===== src/rtl/gpio_bank_pkg.sv =====
// Shared definitions for the GPIO bank: register word indices.
// Assumes the bus presents a word index, not a byte address.
package gpio_bank_pkg;
    localparam int REG_IDX_W = 3;

    typedef enum logic [REG_IDX_W-1:0] {
        REG_DOUT  = 3'd0,
        REG_DIR   = 3'd1,
        REG_BLINK = 3'd2,
        REG_POL   = 3'd3,
        REG_DIN   = 3'd4,
        REG_CAUSE = 3'd5,
        REG_EMASK = 3'd6,
        REG_LMASK = 3'd7
    } gpio_reg_e;
endpackage


===== src/rtl/gpio_pin_sync.sv =====
// Multi-stage synchroniser for a vector of asynchronous pad inputs.
// Assumes each bit is independent; no bus coherence is implied.
module gpio_pin_sync #(
    parameter int WIDTH  = 32,
    parameter int STAGES = 2
) (
    input  logic             clk,
    input  logic             rst_n,
    input  logic [WIDTH-1:0] async_in,
    output logic [WIDTH-1:0] sync_out
);
    logic [STAGES-1:0][WIDTH-1:0] stage_q;

    genvar s;
    generate
        for (s = 0; s < STAGES; s++) begin : g_stage
            // Shift one synchroniser stage per clock.
            always_ff @(posedge clk) begin
                if (!rst_n)
                    stage_q[s] <= '0;
                else if (s == 0)
                    stage_q[s] <= async_in;
                else
                    stage_q[s] <= stage_q[(s > 0) ? s - 1 : 0];
            end
        end
    endgenerate

    assign sync_out = stage_q[STAGES-1];
endmodule


===== src/rtl/gpio_blink_timer.sv =====
// Free-running blink timebase: phase inverts every HALF_CYCLES clocks.
// Assumes HALF_CYCLES >= 1.
module gpio_blink_timer #(
    parameter int HALF_CYCLES = 25000000
) (
    input  logic clk,
    input  logic rst_n,
    output logic phase,
    output logic wrap
);
    localparam int CW = (HALF_CYCLES > 1) ? $clog2(HALF_CYCLES) : 1;
    localparam logic [CW-1:0] LAST = CW'(HALF_CYCLES - 1);

    logic [CW-1:0] count_q;
    logic          phase_q;

    assign wrap  = (count_q == LAST);
    assign phase = phase_q;

    // Count clocks and invert the phase on each wrap.
    always_ff @(posedge clk) begin
        if (!rst_n) begin
            count_q <= '0;
            phase_q <= 1'b0;
        end else if (wrap) begin
            count_q <= '0;
            phase_q <= ~phase_q;
        end else begin
            count_q <= count_q + 1'b1;
        end
    end
endmodule


===== src/rtl/gpio_edge_cause.sv =====
// Sticky edge cause register with write-zero-to-clear.
// Latches rising transitions of the adjusted level; a set beats a clear.
module gpio_edge_cause #(
    parameter int WIDTH = 32
) (
    input  logic             clk,
    input  logic             rst_n,
    input  logic [WIDTH-1:0] level,
    input  logic             clr_we,
    input  logic [WIDTH-1:0] clr_keep,
    output logic [WIDTH-1:0] cause,
    output logic [WIDTH-1:0] rise
);
    logic [WIDTH-1:0] level_q;
    logic [WIDTH-1:0] cause_q;
    logic [WIDTH-1:0] kept;

    assign rise  = level & ~level_q;
    assign kept  = clr_we ? (cause_q & clr_keep) : cause_q;
    assign cause = cause_q;

    // Remember the previous adjusted level for edge detection.
    always_ff @(posedge clk) begin
        if (!rst_n)
            level_q <= '0;
        else
            level_q <= level;
    end

    // Update cause bits: keep or clear, then OR in new edges.
    always_ff @(posedge clk) begin
        if (!rst_n)
            cause_q <= '0;
        else
            cause_q <= kept | rise;
    end
endmodule


===== src/rtl/gpio_irq_summary.sv =====
// Combines pending bits and ORs them into one line per pin group.
// Assumes WIDTH is a multiple of GRP.
module gpio_irq_summary #(
    parameter int WIDTH = 32,
    parameter int GRP   = 8
) (
    input  logic [WIDTH-1:0]     level,
    input  logic [WIDTH-1:0]     level_mask,
    input  logic [WIDTH-1:0]     cause,
    input  logic [WIDTH-1:0]     edge_mask,
    output logic [WIDTH/GRP-1:0] irq
);
    localparam int NGRP = WIDTH / GRP;

    logic [WIDTH-1:0] pending;

    assign pending = (level & level_mask) | (cause & edge_mask);

    genvar g;
    generate
        for (g = 0; g < NGRP; g++) begin : g_grp
            assign irq[g] = |pending[g*GRP +: GRP];
        end
    endgenerate
endmodule


===== src/rtl/gpio_irq_bank.sv =====
// GPIO bank top: register file, pad drive, blink, input polarity and
// grouped interrupt summary. Assumes a single-cycle write and read strobe
// on a word-indexed bus; pad inputs are asynchronous.
module gpio_irq_bank
    import gpio_bank_pkg::*;
#(
    parameter int NPINS       = 32,
    parameter int GRP         = 8,
    parameter int BLINK_HALF  = 25000000,
    parameter int SYNC_STAGES = 2
) (
    input  logic                   clk,
    input  logic                   rst_n,
    input  logic                   wr_en,
    input  logic                   rd_en,
    input  logic [REG_IDX_W-1:0]   reg_idx,
    input  logic [NPINS-1:0]       wdata,
    output logic [NPINS-1:0]       rdata,
    input  logic [NPINS-1:0]       pad_in,
    output logic [NPINS-1:0]       pad_out,
    output logic [NPINS-1:0]       pad_oe,
    output logic [NPINS/GRP-1:0]   irq
);
    localparam int NGRP = NPINS / GRP;

    gpio_reg_e        sel;
    logic [NPINS-1:0] dout_q, dir_q, blink_q, pol_q, emask_q, lmask_q;
    logic [NPINS-1:0] rdata_q;
    logic [NPINS-1:0] pin_sync, adj_level, cause_q, edge_hit;
    logic             phase, wrap;
    logic             cause_we;

    assign sel      = gpio_reg_e'(reg_idx);
    assign cause_we = wr_en && (sel == REG_CAUSE);

    gpio_pin_sync #(.WIDTH(NPINS), .STAGES(SYNC_STAGES)) u_sync (
        .clk      (clk),
        .rst_n    (rst_n),
        .async_in (pad_in),
        .sync_out (pin_sync)
    );

    assign adj_level = pin_sync ^ pol_q;

    gpio_blink_timer #(.HALF_CYCLES(BLINK_HALF)) u_blink (
        .clk   (clk),
        .rst_n (rst_n),
        .phase (phase),
        .wrap  (wrap)
    );

    gpio_edge_cause #(.WIDTH(NPINS)) u_cause (
        .clk      (clk),
        .rst_n    (rst_n),
        .level    (adj_level),
        .clr_we   (cause_we),
        .clr_keep (wdata),
        .cause    (cause_q),
        .rise     (edge_hit)
    );

    gpio_irq_summary #(.WIDTH(NPINS), .GRP(GRP)) u_irq (
        .level      (adj_level),
        .level_mask (lmask_q),
        .cause      (cause_q),
        .edge_mask  (emask_q),
        .irq        (irq)
    );

    // Writable control registers.
    always_ff @(posedge clk) begin
        if (!rst_n) begin
            dout_q  <= '0;
            dir_q   <= '1;
            blink_q <= '0;
            pol_q   <= '0;
            emask_q <= '0;
            lmask_q <= '0;
        end else if (wr_en) begin
            case (sel)
                REG_DOUT:  dout_q  <= wdata;
                REG_DIR:   dir_q   <= wdata;
                REG_BLINK: blink_q <= wdata;
                REG_POL:   pol_q   <= wdata;
                REG_EMASK: emask_q <= wdata;
                REG_LMASK: lmask_q <= wdata;
                default:   ;
            endcase
        end
    end

    // Registered read mux, sampling pre-write state.
    always_ff @(posedge clk) begin
        if (!rst_n) begin
            rdata_q <= '0;
        end else if (rd_en) begin
            case (sel)
                REG_DOUT:  rdata_q <= dout_q;
                REG_DIR:   rdata_q <= dir_q;
                REG_BLINK: rdata_q <= blink_q;
                REG_POL:   rdata_q <= pol_q;
                REG_DIN:   rdata_q <= adj_level;
                REG_CAUSE: rdata_q <= cause_q;
                REG_EMASK: rdata_q <= emask_q;
                REG_LMASK: rdata_q <= lmask_q;
                default:   rdata_q <= '0;
            endcase
        end
    end

    // Pad drive: blink phase or data, gated by the driver enable.
    always_comb begin
        pad_oe  = ~dir_q;
        pad_out = ~dir_q & ((blink_q & {NPINS{phase}}) | (~blink_q & dout_q));
    end

    assign rdata = rdata_q;

    // The group count must cover every pin exactly.
    initial begin
        if (NGRP * GRP != NPINS)
            $error("NPINS must be a multiple of GRP");
    end
endmodule


===== config.mk =====
export PLATFORM = sky130hd
export DESIGN_NAME = gpio_irq_bank
export DESIGN_NICKNAME = d
export VERILOG_FILES = /design/src/rtl/gpio_bank_pkg.sv /design/src/rtl/gpio_pin_sync.sv /design/src/rtl/gpio_blink_timer.sv /design/src/rtl/gpio_edge_cause.sv /design/src/rtl/gpio_irq_summary.sv /design/src/rtl/gpio_irq_bank.sv
export SDC_FILE = /design/constraint.sdc
export NUM_CORES = 1
export LEC_CHECK = 0
export BUFFER_PORTS_ARGS = -buffer_cell sky130_fd_sc_hd__buf_2
export CORE_UTILIZATION = 45
export DETAILED_ROUTE_END_ITERATION = 10
export RECOVER_POWER = 25
export SLEW_MARGIN = 40
export SYNTH_ARGS = -nofsm -noshare
export SYNTH_HDL_FRONTEND = slang
export SYNTH_SLANG_ARGS = --single-unit

===== constraint.sdc =====
create_clock -name clk -period 1.85 [get_ports clk]
set_input_delay 0.2775 -clock clk [delete_from_list [all_inputs] [get_ports clk]]
set_output_delay 0.2775 -clock clk [all_outputs]
set_load 0.01 [all_outputs]

# Word level (Yosys, flattened, before mapping)
# Cells that the tools add are included.
[word_totals] reg_bits=378 out_inout_bits=100 elab_cells=53
[classes] addsub=1 n_eq_ne=8 n_mux=2 n_bitwise=16 reduce_logical=13
[ops] operator="$pmux W32 S8" count=1
[ops] operator="$and A32 B32 Y32" count=7
[ops] operator="$not A32 Y32" count=3
[ops] operator="$or A32 B32 Y32" count=3
[ops] operator="$mux W32" count=1
[ops] operator="$reduce_or A8 Y1" count=4
[ops] operator="$xor A32 B32 Y32" count=1
[ops] operator="$add A25 B1 Y25 const B" count=1
[ops] operator="$eq A25 B25 Y1 const B" count=1
[ops] operator="$eq A3 B3 Y1 const B" count=4
[ops] operator="$reduce_and A2 Y1" count=6
[ops] operator="$eq A3 B2 Y1 const B" count=2
[ops] operator="$eq A3 B1 Y1 const B" count=1
[ops] operator="$logic_not A3 Y1" count=1
[ops] operator="$not A1 Y1" count=2
[ops] operator="$reduce_or A2 Y1" count=1
[ops] operator="$logic_and A1 B1 Y1" count=1

# Longest topological paths before layout
# Gate-level depths: netlist of run 1.
[depth] depth_word=4 ltp_mapped=8 depth_no_buf=4

# By module
# Synthesis of run 1 repeated with hierarchy kept, for this count alone.
[unflattened] hier_cells=1955 hier_area_um2=17145.2
[modules_own_cells] module="gpio_irq_bank" n_inst=1 cells_each=1368 area_per_inst_um2=11021.8 seq_area_each_um2=4484.3
[modules_own_cells] module="gpio_edge_cause" n_inst=1 cells_each=238 area_per_inst_um2=2417.3 seq_area_each_um2=1281.2
[modules_own_cells] module="gpio_pin_sync" n_inst=1 cells_each=166 area_per_inst_um2=2031.9 seq_area_each_um2=1281.2
[modules_own_cells] module="gpio_blink_timer" n_inst=1 cells_each=147 area_per_inst_um2=1268.7 seq_area_each_um2=520.5
[modules_own_cells] module="gpio_irq_summary" n_inst=1 cells_each=36 area_per_inst_um2=405.4 seq_area_each_um2=0.0

# Least setup slack after synthesis of run 1
# No wires, ideal clock.
[synth_path] path_type="flip-flop to flip-flop" start="register u_blink.count_q[2]" end="register u_blink.count_q[23]" setup_time_ns=0.066 t_arrival_ns=1.485 required_ns=1.784 path_slack_ns=0.299 stages_incl_launch_ff=7 period_less_slack_ns=1.551 cell_sequence="dfxtp_1 > and4_1 > buf_6 > nand4_4 > buf_6 > or4_4 > a21oi_2"
[synth_between] elab_chain_cells=2 word_cells_on_any_way=3
[synth_rtl] item="from (decl)" line="gpio_blink_timer.sv:14" text="logic [CW-1:0] count_q;"
[synth_rtl] item="from (signal assigned)" line="gpio_blink_timer.sv:29" text="count_q <= count_q + 1'b1;"
[synth_rtl] item="branches (longest 2 deep; another with $add A25 B1 Y25)"
# Parallel ways; which one is timed is not known.
# A chain may end at the register's enable or synchronous reset.

# Final worst setup path of run 1
[layout_path] start="register u_sync.stage_q (netlist bit u_sync.sync_out[29])" end="output port irq[3]"
[layout_between] elab_chain_cells=4
[layout_rtl] item="from (decl)" line="gpio_pin_sync.sv:12" text="logic [STAGES-1:0][WIDTH-1:0] stage_q;"
[layout_rtl] item="from (signal, indexed assignment)" line="gpio_pin_sync.sv:22" text="stage_q[s] <= async_in;"
[layout_rtl] item="from (signal, indexed assignment)" line="gpio_pin_sync.sv:24" text="stage_q[s] <= stage_q[(s > 0) ? s - 1 : 0];"
[layout_rtl] item="$xor A32 B32 Y32" line="gpio_irq_bank.sv:43" text="assign adj_level = pin_sync ^ pol_q;"
[layout_rtl] item="$and A32 B32 Y32" line="gpio_irq_summary.sv:17" text="assign pending = (level & level_mask) | (cause & edge_mask);"
[layout_rtl] item="$or A32 B32 Y32" line="gpio_irq_summary.sv:17"
[layout_rtl] item="$reduce_or A8 Y1" line="gpio_irq_summary.sv:22" text="assign irq[g] = |pending[g*GRP +: GRP];"
[layout_rtl] item="to (decl)" line="gpio_irq_bank.sv:22" text="output logic [NPINS/GRP-1:0] irq"
# Every way passes these cells.

==> results of run 1 <==
-- layout by cell type (no fill, tap or decap), types with 20 or more instances in the layout --
cell type,count
nand2_1,384
dfxtp_1,362
a21boi_0,188
buf_2,165
and2_1,80
o21ai_0,77
buf_4,74
clkbuf_16,46
nor2_1,42
a22o_1,40
mux2i_1,38
inv_1,37
o211ai_1,33
nand2b_1,33
dlygate4sd3_1,32
xor2_1,31
a31oi_1,28
a21oi_1,26
a22oi_1,25
and2_0,22
nor2b_1,20
-- synthesized netlist by cell type, types with 3 or more instances --
| master | number |
|---|---|
| nand2_1 | 384 |
| dfxtp_1 | 378 |
| a21boi_0 | 187 |
| and2_1 | 102 |
| clkbuf_1 | 92 |
| o21ai_0 | 77 |
| mux2i_1 | 49 |
| nor2_1 | 46 |
| a22o_1 | 40 |
| buf_2 | 40 |
| xor2_1 | 40 |
| inv_1 | 37 |
| nand2b_1 | 33 |
| o211ai_1 | 33 |
| a31oi_1 | 28 |
| a21oi_1 | 26 |
| a221oi_1 | 26 |
| a22oi_1 | 25 |
| nor2b_1 | 21 |
| nand3_1 | 17 |
| o2bb2ai_1 | 16 |
| a221o_1 | 15 |
| o221ai_1 | 14 |
| mux2_2 | 13 |
| o21bai_1 | 13 |
| and3_1 | 10 |
| o31ai_1 | 10 |
| nand4_1 | 9 |
| or3_1 | 7 |
| or4_1 | 7 |
| a21boi_1 | 6 |
| buf_4 | 6 |
| and4_1 | 4 |
| nor3_1 | 3 |
| nor3b_1 | 3 |
-- per-stage QoR --
stage               util [%]  setup slack (ns)  std cells  TNS (ns)
finish                 56.51           -0.2686       2544    -1.893
global route           56.49           -0.3172       2542    -6.437
CTS                    56.30           -0.2490       2539    -1.400
detailed placement     50.80           0.09376       2428         0
global placement       50.80           0.06959       2428         0
floorplan                  -            0.2990       1849         0
-- final timing paths --
check / from / end / slack, ns / depth (start not counted)
hold reg to reg: u_sync.stage_q[11] / u_sync.sync_out[11] / 0.43 / 1
hold / removal: wdata[5] / dout_q[5] / 0.05 / 3
setup reg to reg: u_blink.count_q[3] / u_blink.count_q[21] / 0.11 / 4
setup / recovery: u_sync.sync_out[29] / irq[3] / -0.27 / 5
-- sequential cells by signal, summed over array words and instances, names as in the netlist, 25 cells and up --
register / count
u_sync.sync_out: 32
u_cause.level_q: 32
dir_q: 32
u_sync.stage_q: 32
dout_q: 32
rdata: 32
lmask_q: 32
u_cause.cause: 32
u_blink.count_q: 25
pol_q: 32
blink_q: 32
emask_q: 32
-- worst reg2reg max path, cell delays in order, from the launching register on --
cell     delay, ns
dfxtp_1       0.38
and4_1        0.37
nand4_4       0.24
or4_1         0.53
a21oi_1       0.15
-- logic make-up after synthesis --
kind of cell	after synthesis	share of synthesized area [%]
mux	62	3.911
compound gates	528	23.57
simple gates	658	19.03
flops	378	46.47
buf+inv	180	4.686
xor+xnor	42	2.259
fa+ha+maj	1	0.07682
-- layer usage --
| metal | part of all wire [%] | wire length (um) |
|---|---|---|
| met1 | 46 | 23950 |
| met5 | 0 | 0 |
| met2 | 46 | 23990 |
| met3 | 5.2 | 2674 |
| met4 | 2.3 | 1186 |
-- area by class of cell --
type                    count  share of cell area (%)
inverters                  38                  0.7097
repair buffers            304                   11.12
diodes                      2                 0.02490
clock inverters             5                  0.2615
multi-input cells        1291                   40.79
flip-flops and latches    378                   37.80
clock buffers              65                   6.424
well taps                 461                   2.870
-- power by group through the flow --
stage                     clock network, mW  logic [mW]  registers [mW]
after floorplan                           0       0.848            8.76
after detailed placement                  0        1.51            8.81
final                                  8.21        1.58            8.65
after global routing                   8.67        1.72            8.67
after global placement                    0        1.50            8.81
after CTS                              8.33        1.59            8.64
-- repair_timing --
| item | CTS | global route |
|---|---|---|
| endpoints found under the setup margin | 10 | 24 |
| resized for setup | 44 | 31 |
| setup buffers | 7 | 2 |
| hold buffers | 32 | 0 |
| pin swaps | 16 | 11 |
| cloned | 2 | 1 |
| hold endpoints to repair | 32 | 0 |
==> flow_metrics.py, run 1 <==
metrics = {
    "status": {
        "outcome": "finished, violations left",
        "violations": "setup timing",
    },
    "worst_setup_path": {
        "cp_slowest_cell": "dfxtp_2",
        "critPathLaunchType": "register",
        "worstPathArrival_ns": 1.84,
        "cp_top_family": "compound AO/OA/AOI/OAI gates",
        "cp_data_required_time_ns": 1.57,
        "endpoint_kind": "output port",
        "cpPeakStageDelay_ns": 0.33,
        "path_cells": "xor2_2 -> a22o_1 -> a221oi_2 -> nand4_1 -> buf_2",
        "critPathKind": "register to output port",
        "worst-path-max-fanout": 2,
        "path_buf_inv": 1,
    },
    "clocking": {
        "cts.sinks": 378,
        "clk_path_buf_depth": 3,
        "clk_latency_ns": 0.55,
        "cts_root_buffer": "clkbuf_16",
        "cts_made_buffers": 42,
        "cts-htree-levels": 2,
        "cts_tree": "yes",
        "path_clk_slew_ns": 0.06,
    },
    "power": {
        "seqPwrFrac_pct": 46.9,
        "ir_drop_mv": 1.083,
        "total_power_mw": 18.44,
        "p_sw_share_pct": 24.10,
        "internal-power_mw": 14.00,
        "power_density_nw_per_um2": 917.7,
        "clkPwrFrac_pct": 44.5,
        "comb_power_share_pct": 8.6,
        "power.switching_mw": 4.445,
        "p_leak_nw": 7.864,
    },
    "grt": {
        "grt_first_pass_wirelength_um": 78320,
        "grt_max_degree": 73,
        "antenna_found_initial": 0,
        "grt_use_met1_pct": 38.01,
        "use_met3_pct": 3.892,
        "grt_pass1_vias": 13500,
        "grtUsageTotal_pct": 27.61,
        "grt_busiest_layer": "met2",
        "overflow": 0,
        "grt_use_met2_pct": 44.71,
    },
    "timing": {
        "hold_viol": 0,
        "layout_min_cycle_time_ns": 2.119,
        "rsz0062_at_grt": "true",
        "period_share_pct": 114.5,
        "worst_pin_slew_ns": 1.332,
        "holdWs_ns": 0.05033,
        "drv_slew": 0,
        "slew_headroom_pct": 11.21,
        "max_freq_mhz": 472.0,
        "setup_violations": 30,
        "clock_skew_ns": 0.01185,
        "setup_slack_ns": -0.2686,
    },
    "synth": {
        "ys.flop_type": "dfxtp_1",
        "synth_async_sr_flop_share_pct": 0,
        "synth_top_area_share_pct": 46.47,
        "synth_edf_count": 0,
        "ys_types": 57,
        "ys_seq_area_share_pct": 46.47,
        "synth_top_cell_by_area": "dfxtp_1",
        "syn_area_per_cell_um2": 8.808,
        "yosysWarnings": 0,
        "syn_inst": 1849,
        "syn_nets": 1921,
        "synth-seq-cells": 378,
        "yosys-top-cells-area": "dfxtp_1 46%, nand2_1 8.9%, a21boi_0 8.6%",
        "syn_area_um2": 16290,
    },
    "detailed_routing": {
        "ant_nets": 0,
        "vias": 14290,
        "via_per_inst": 5.619,
        "drt-initial-drc-count": 1094,
        "drc": 0,
        "wl_um": 51810,
        "first_pass_iters": 5,
        "wire_per_inst_um": 20.36,
    },
    "final_layout": {
        "multi_input_area_um2": 8199,
        "nets": 2127,
        "drive_gt1_share_pct": 19.37,
        "finalInstanceArea_um2": 20100,
        "fill_cells": 3192,
        "seqCellArea_um2": 7597,
        "syn2layout_area_growth_pct": 23.42,
    },
    "place": {
        "gp_congestion": 0.8263,
        "place_area_um2": 18070,
        "dp_hpwl_um": 33970,
        "io_buffers": 170,
    },
    "die": {
        "rows": 69,
        "core_um2": 35570,
        "fp.dieArea_um2": 36950,
        "start_util_pct": 45.79,
        "io-pin-count": 171,
        "die_w_um": 192.2,
        "die_h_um": 192.2,
    },
    "job": {
        "max_cap_violations": 0,
    },
    "worst_hold_path": {
        "hold_class": "input port to register",
    },
}
No activity file was read; power rests on OpenSTA's default activity.
==> run 2, diff against run 1 <==
--- a/config.mk
+++ b/config.mk
@@ -8,8 +8,9 @@
 export BUFFER_PORTS_ARGS = -buffer_cell sky130_fd_sc_hd__buf_2
 export CORE_UTILIZATION = 45
 export DETAILED_ROUTE_END_ITERATION = 10
-export RECOVER_POWER = 25
+export RECOVER_POWER = 50
 export SLEW_MARGIN = 40
 export SYNTH_ARGS = -nofsm -noshare
 export SYNTH_HDL_FRONTEND = slang
+export SYNTH_HIERARCHICAL = 1
 export SYNTH_SLANG_ARGS = --single-unit
==> constraint.sdc (replaced) <==
create_clock -name clk -period 1.85 [get_ports clk]
set_input_delay 0.4625 -clock clk [delete_from_list [all_inputs] [get_ports clk]]
set_output_delay 0.4625 -clock clk [all_outputs]
set_load 0.01 [all_outputs]
==> run 2 against run 1 <==
  * The flow still finishes with violations (setup timing)
  * Wire length is 0.33% lower
  * Sequential power about the same
  * Highest routed layer is now met5
  * Synthesized area increased by 5.2%
  * Utilization decreased by 1.7 points
  * Flip-flop and latch count unchanged
  * Critical path type unchanged
==> flow_metrics.py, run 2 <==
metrics = {
    "place": {
        "dpl.cell_count": 2586,
        "gp_congestion": 0.8966,
        "dp_hpwl_um": 35300,
        "io_buffers": 170,
    },
    "timing": {
        "slew_headroom_pct": 43.87,
        "max_freq_mhz": 426.5,
        "clock_skew_ns": 0.01168,
        "drv_slew": 0,
        "rsz0062_at_grt": "true",
        "setup_violations": 71,
        "worst_pin_slew_ns": 0.8420,
        "period_share_pct": 126.7,
        "hold_viol": 0,
        "setup_slack_ns": -0.4947,
        "layout_min_cycle_time_ns": 2.345,
    },
    "status": {
        "outcome": "finished, violations left",
        "violations": "setup timing",
    },
    "grt": {
        "grtUsageTotal_pct": 26.50,
        "overflow": 0,
        "grt_first_pass_wirelength_um": 79210,
        "antenna_found_initial": 2,
        "grt_pass1_vias": 13820,
        "grt_max_degree": 62,
    },
    "detailed_routing": {
        "drc": 0,
        "vias": 14450,
        "first_pass_iters": 6,
        "wl_um": 51640,
        "drt-initial-drc-count": 1234,
        "ant_nets": 0,
        "wire_per_inst_um": 19.34,
        "via_per_inst": 5.413,
    },
    "synth": {
        "syn_area_um2": 17140,
        "syn_inst": 1954,
        "yosysWarnings": 6,
        "syn_nets": 2026,
        "syn_area_per_cell_um2": 8.771,
    },
    "final_layout": {
        "nets": 2200,
        "syn2layout_area_growth_pct": 20.25,
        "fin_cells": 2670,
        "n_antenna_cell": 0,
        "drive_gt1_share_pct": 22.93,
        "mostFrequentLayoutCell": "nand2_1",
        "mostFrequentLayoutCells": "452 x nand2_1, 368 x dfxtp_1, 167 x buf_2",
    },
    "worst_setup_path": {
        "cp_data_required_time_ns": 1.39,
        "worst-path-max-fanout": 2,
        "critPathLaunchType": "register",
        "worstPathArrival_ns": 1.88,
        "critPathKind": "register to output port",
        "endpoint_kind": "output port",
    },
    "die": {
        "core_um2": 37580,
        "start_util_pct": 45.61,
        "fp.dieArea_um2": 38870,
        "die_h_um": 197.2,
        "rows": 71,
        "io-pin-count": 171,
        "die_w_um": 197.2,
    },
    "power": {
        "p_leak_nw": 8.368,
        "power_density_nw_per_um2": 918.2,
        "total_power_mw": 18.92,
        "ir_drop_mv": 0.5170,
    },
    "clocking": {
        "holdBufCountCts": 0,
        "clk_path_buf_depth": 3,
        "cts_made_buffers": 42,
        "path_clk_slew_ns": 0.06,
        "clk_latency_ns": 0.55,
        "cts_root_buffer": "clkbuf_16",
        "cts_tree": "yes",
        "cts.sinks": 378,
        "cts-htree-levels": 2,
    },
    "worst_hold_path": {
        "hold_class": "input port to register",
    },
    "job": {
        "max_cap_violations": 0,
    },
}
==> run 2: power breakdown <==
part           switching, mW  total (mW)  internal [mW]  leakage (nW)
registers              0.212        8.65           8.43          3.09
clock network           3.35        8.61           5.26         0.705
logic                  0.960        1.67          0.711          4.58
==> run 2: area by class of cell <==
class / instances / area, um^2
Sequential cell: 378 / 7582
Tap cell: 511 / 639.4
Fill cell: 3505 / 16970
Clock inverter: 11 / 158.9
Timing Repair Buffer: 298 / 2166
Multi-Input combinational cell: 1349 / 8577
Inverter: 59 / 221.5
Clock buffer: 64 / 1265
==> run 2: timing repair <==
| action | 4_1_cts | 5_1_grt |
|---|---|---|
| endpoints found under the setup margin | 37 | 61 |
| resized for setup | 27 | 15 |
| endpoints found under the hold margin | 0 | 0 |
| buffers inserted | 6 | 3 |
| pin swaps | 12 | 13 |
| gates cloned | 4 | 0 |
==> run 2: final timing paths <==
check | start | end | slack [ns] | depth (start not counted)
hold / removal | pad_in[18] | u_sync/stage_q[18] | 0.13 | 2
setup / recovery | u_sync/sync_out[6] | irq[0] | -0.49 | 5
hold reg to reg | u_blink/count_q[0] | u_blink/count_q[0] | 0.44 | 1
setup reg to reg | u_blink/count_q[17] | u_blink/phase | 0.01 | 4
==> run 2: per-stage QoR <==
step                util, %  TNS (ns)  area [um^2]  setup WS [ns]  hold WS [ns]
CTS                   55.09    -8.260        20700        -0.5043        0.1019
floorplan                 -         0        17150        0.04545        0.4132
global placement      50.63   -0.5041        19030       -0.03064        0.4225
finish                54.85    -6.357        20610        -0.4947        0.1264
global route          54.85    -30.73        20610        -0.5817        0.1149
detailed placement    50.63    -2.953        19030       -0.09841        0.4320
==> run 2: routing by layer <==
layer	up-vias	GRT usage, %	wire length, um
met1	6896	36.48	23880
met3	103	4.285	3402
met4	2	9.503	1621
met5	-	0	16
met2	477	41.84	22720
li1	6976	-	-
==> run 2: worst max-delay path, stage by stage, from the launching register on <==
cell and delay [ns]:
dfxtp_2 0.33, xor2_2 0.18, a22o_1 0.24, a221oi_2 0.24, nand4_1 0.16, buf_2 0.18
==> run 3, diff against run 2 <==
--- a/config.mk
+++ b/config.mk
@@ -8,7 +8,8 @@
 export BUFFER_PORTS_ARGS = -buffer_cell sky130_fd_sc_hd__buf_2
 export CORE_UTILIZATION = 45
 export DETAILED_ROUTE_END_ITERATION = 10
-export RECOVER_POWER = 50
+export PLACE_DENSITY = 0.59
+export RECOVER_POWER = 100
 export SLEW_MARGIN = 40
 export SYNTH_ARGS = -nofsm -noshare
 export SYNTH_HDL_FRONTEND = slang
==> run 3 against run 2 <==
  * The flow still finishes with violations (setup timing)
  * Final cell count hardly changed
  * Clock skew down 0.0033 ns
  * Utilization grew 0.12 points
  * Largest power group unchanged
  * Setup slack better by 0.010 ns
  * Final area increased by 0.22%
  * Sequential share of layout area barely moved
  * Total power is essentially flat
  * Highest routed layer is now met4
  * Clock-buffer cell count grew 1
  * Largest cell class unchanged
  * First-iteration DRC count is 14% lower
==> flow_metrics.py, run 3 (synthesis gave the netlist of run 2 again) <==
metrics = {
    "die": {
        "die_w_um": 197.2,
        "core_um2": 37580,
        "io-pin-count": 171,
        "fp.dieArea_um2": 38870,
        "start_util_pct": 45.61,
        "rows": 71,
        "die_h_um": 197.2,
    },
    "worst_setup_path": {
        "cp_top_family": "compound AO/OA/AOI/OAI gates",
        "cp_slowest_cell": "dfxtp_2",
        "path_buf_inv": 1,
        "cp.depth": 5,
        "rr_worst_depth": 5,
        "worstPathArrival_ns": 1.87,
        "critPathLaunchType": "register",
        "worst-path-max-fanout": 4,
        "endpoint_kind": "output port",
        "cp_data_required_time_ns": 1.39,
        "cpPeakStageDelay_ns": 0.34,
        "critPathKind": "register to output port",
        "path_cells": "xor2_2 -> a22o_1 -> a221oi_2 -> nand4_1 -> buf_2",
        "r2r_slack_ns": 0.01,
    },
    "clocking": {
        "path_clk_slew_ns": 0.06,
        "cts_tree": "yes",
        "cts_made_buffers": 43,
        "cts.sinks": 378,
        "clk_path_buf_depth": 3,
        "holdBufCountCts": 0,
        "clk_latency_ns": 0.56,
        "cts_root_buffer": "clkbuf_16",
        "cts-htree-levels": 2,
    },
    "grt": {
        "grt_first_pass_wirelength_um": 80240,
        "antenna_found_initial": 0,
        "grt_pass1_vias": 13500,
        "overflow": 0,
        "grt_max_degree": 115,
        "grtUsageTotal_pct": 26.87,
    },
    "timing": {
        "setup_slack_ns": -0.4846,
        "worst_pin_slew_ns": 0.9274,
        "slew_headroom_pct": 38.17,
        "setup_violations": 36,
        "period_share_pct": 126.2,
        "drv_slew": 0,
        "clock_skew_ns": 0.008408,
        "rsz0062_at_grt": "true",
        "layout_min_cycle_time_ns": 2.335,
        "hold_viol": 0,
        "max_freq_mhz": 428.3,
    },
    "power": {
        "p_leak_nw": 8.126,
        "power_density_nw_per_um2": 916.2,
        "internal-power_mw": 14.35,
        "power.switching_mw": 4.573,
        "p_sw_share_pct": 24.16,
        "seqPwrFrac_pct": 45.7,
        "clkPwrFrac_pct": 45.5,
        "ir_drop_mv": 0.6829,
        "comb_power_share_pct": 8.8,
    },
    "detailed_routing": {
        "drc": 0,
        "first_pass_iters": 5,
        "wl_um": 52070,
        "via_per_inst": 5.385,
        "ant_nets": 0,
        "vias": 14370,
        "drt-initial-drc-count": 1061,
        "wire_per_inst_um": 19.52,
    },
    "final_layout": {
        "mostFrequentLayoutCells": "452 x nand2_1, 359 x dfxtp_1, 118 x a21boi_0",
        "fill_cells": 3515,
        "fin_cells": 2668,
        "nets": 2199,
        "finalInstanceArea_um2": 20660,
        "drive_gt1_share_pct": 20.40,
        "n_antenna_cell": 0,
        "mostFrequentLayoutCell": "nand2_1",
        "syn2layout_area_growth_pct": 20.52,
    },
    "status": {
        "violations": "setup timing",
        "outcome": "finished, violations left",
    },
    "place": {
        "io_buffers": 170,
        "gp_congestion": 0.8957,
        "place_area_um2": 19040,
        "dp_hpwl_um": 34500,
        "dpl.cell_count": 2579,
    },
    "worst_hold_path": {
        "whs_path_depth": 2,
        "hold_class": "input port to register",
    },
    "job": {
        "max_cap_violations": 0,
    },
}
-- run 3: changes by cell type in the layout (fill, tap and decap cells not counted), sizes merged --
cell and change:
buf -65, bufinv -2, clkbuf +64, clkinv +1
clkinvlp +1, inv -1
-- run 3: per-stage QoR --
step	power [mW]	setup TNS, ns	hold WS (ns)	utilization [%]	setup slack, ns
2_1_floorplan	9.744	0	0.4132	-	0.04545
3_3_place_gp	10.47	-0.03624	0.4223	50.67	-0.03624
3_5_place_dp	10.49	-0.09399	0.4318	50.67	-0.03208
4_1_cts	19.11	-8.502	0.09329	55.54	-0.4744
5_1_grt	19.62	-20.50	0.1011	54.97	-0.5509
6_report	18.92	-6.192	0.1181	54.97	-0.4846
-- run 3: repair_timing --
| action | CTS | global route |
|---|---|---|
| pin swaps | 21 | 12 |
| gates resized for setup | 40 | 14 |
| setup buffers | 14 | 0 |
| gates cloned | 4 | 0 |
| endpoints found under the setup margin | 36 | 61 |
-- run 3: per-layer routing --
metal  part of all wire, %  global-route usage, %  vias up
met3                   6.1                  4.644       75
met1                    46                  36.66     6889
met2                    46                  43.74      431
met5                     0                      0        -
li1                      -                      -     6973
met4                   2.2                  7.149        0
-- run 3: final timing paths --
check                      start             endpoint
max                    pol_q[24]               irq[3]
min                   pad_in[28]   u_sync/stage_q[28]
max reg2reg  u_blink/count_q[17]  u_blink/count_q[15]
min reg2reg   u_sync/stage_q[11]  u_sync/sync_out[11]
-- run 3: final cells by class --
type / count / area, um^2 / area share [%]
inverter: 59 / 221.5 / 1.072
multi-input combinational: 1349 / 8605 / 41.66
clock buffer: 65 / 1331 / 6.445
sequential: 378 / 7599 / 36.79
clock inverter: 10 / 102.6 / 0.4967
tap: 511 / 639.4 / 3.095
timing repair buffer: 296 / 2158 / 10.45
-- run 3: worst register-to-register path: cells and delay by family, from the launching register on --
kind,cells,cell delay (ns)
AND/OR/NAND/NOR,2,0.98
flip-flops,1,0.30
AO/OA/AOI/OAI,2,0.26
buffers and inverters,1,0.18
-- run 3: power by group through the flow --
stage / combinational [mW] / sequential, mW / clock (mW)
finish: 1.66 / 8.65 / 8.62
global route: 1.80 / 8.67 / 9.15
CTS: 1.70 / 8.64 / 8.77
detailed placement: 1.68 / 8.82 / 0
global placement: 1.65 / 8.81 / 0
floorplan: 0.989 / 8.75 / 0
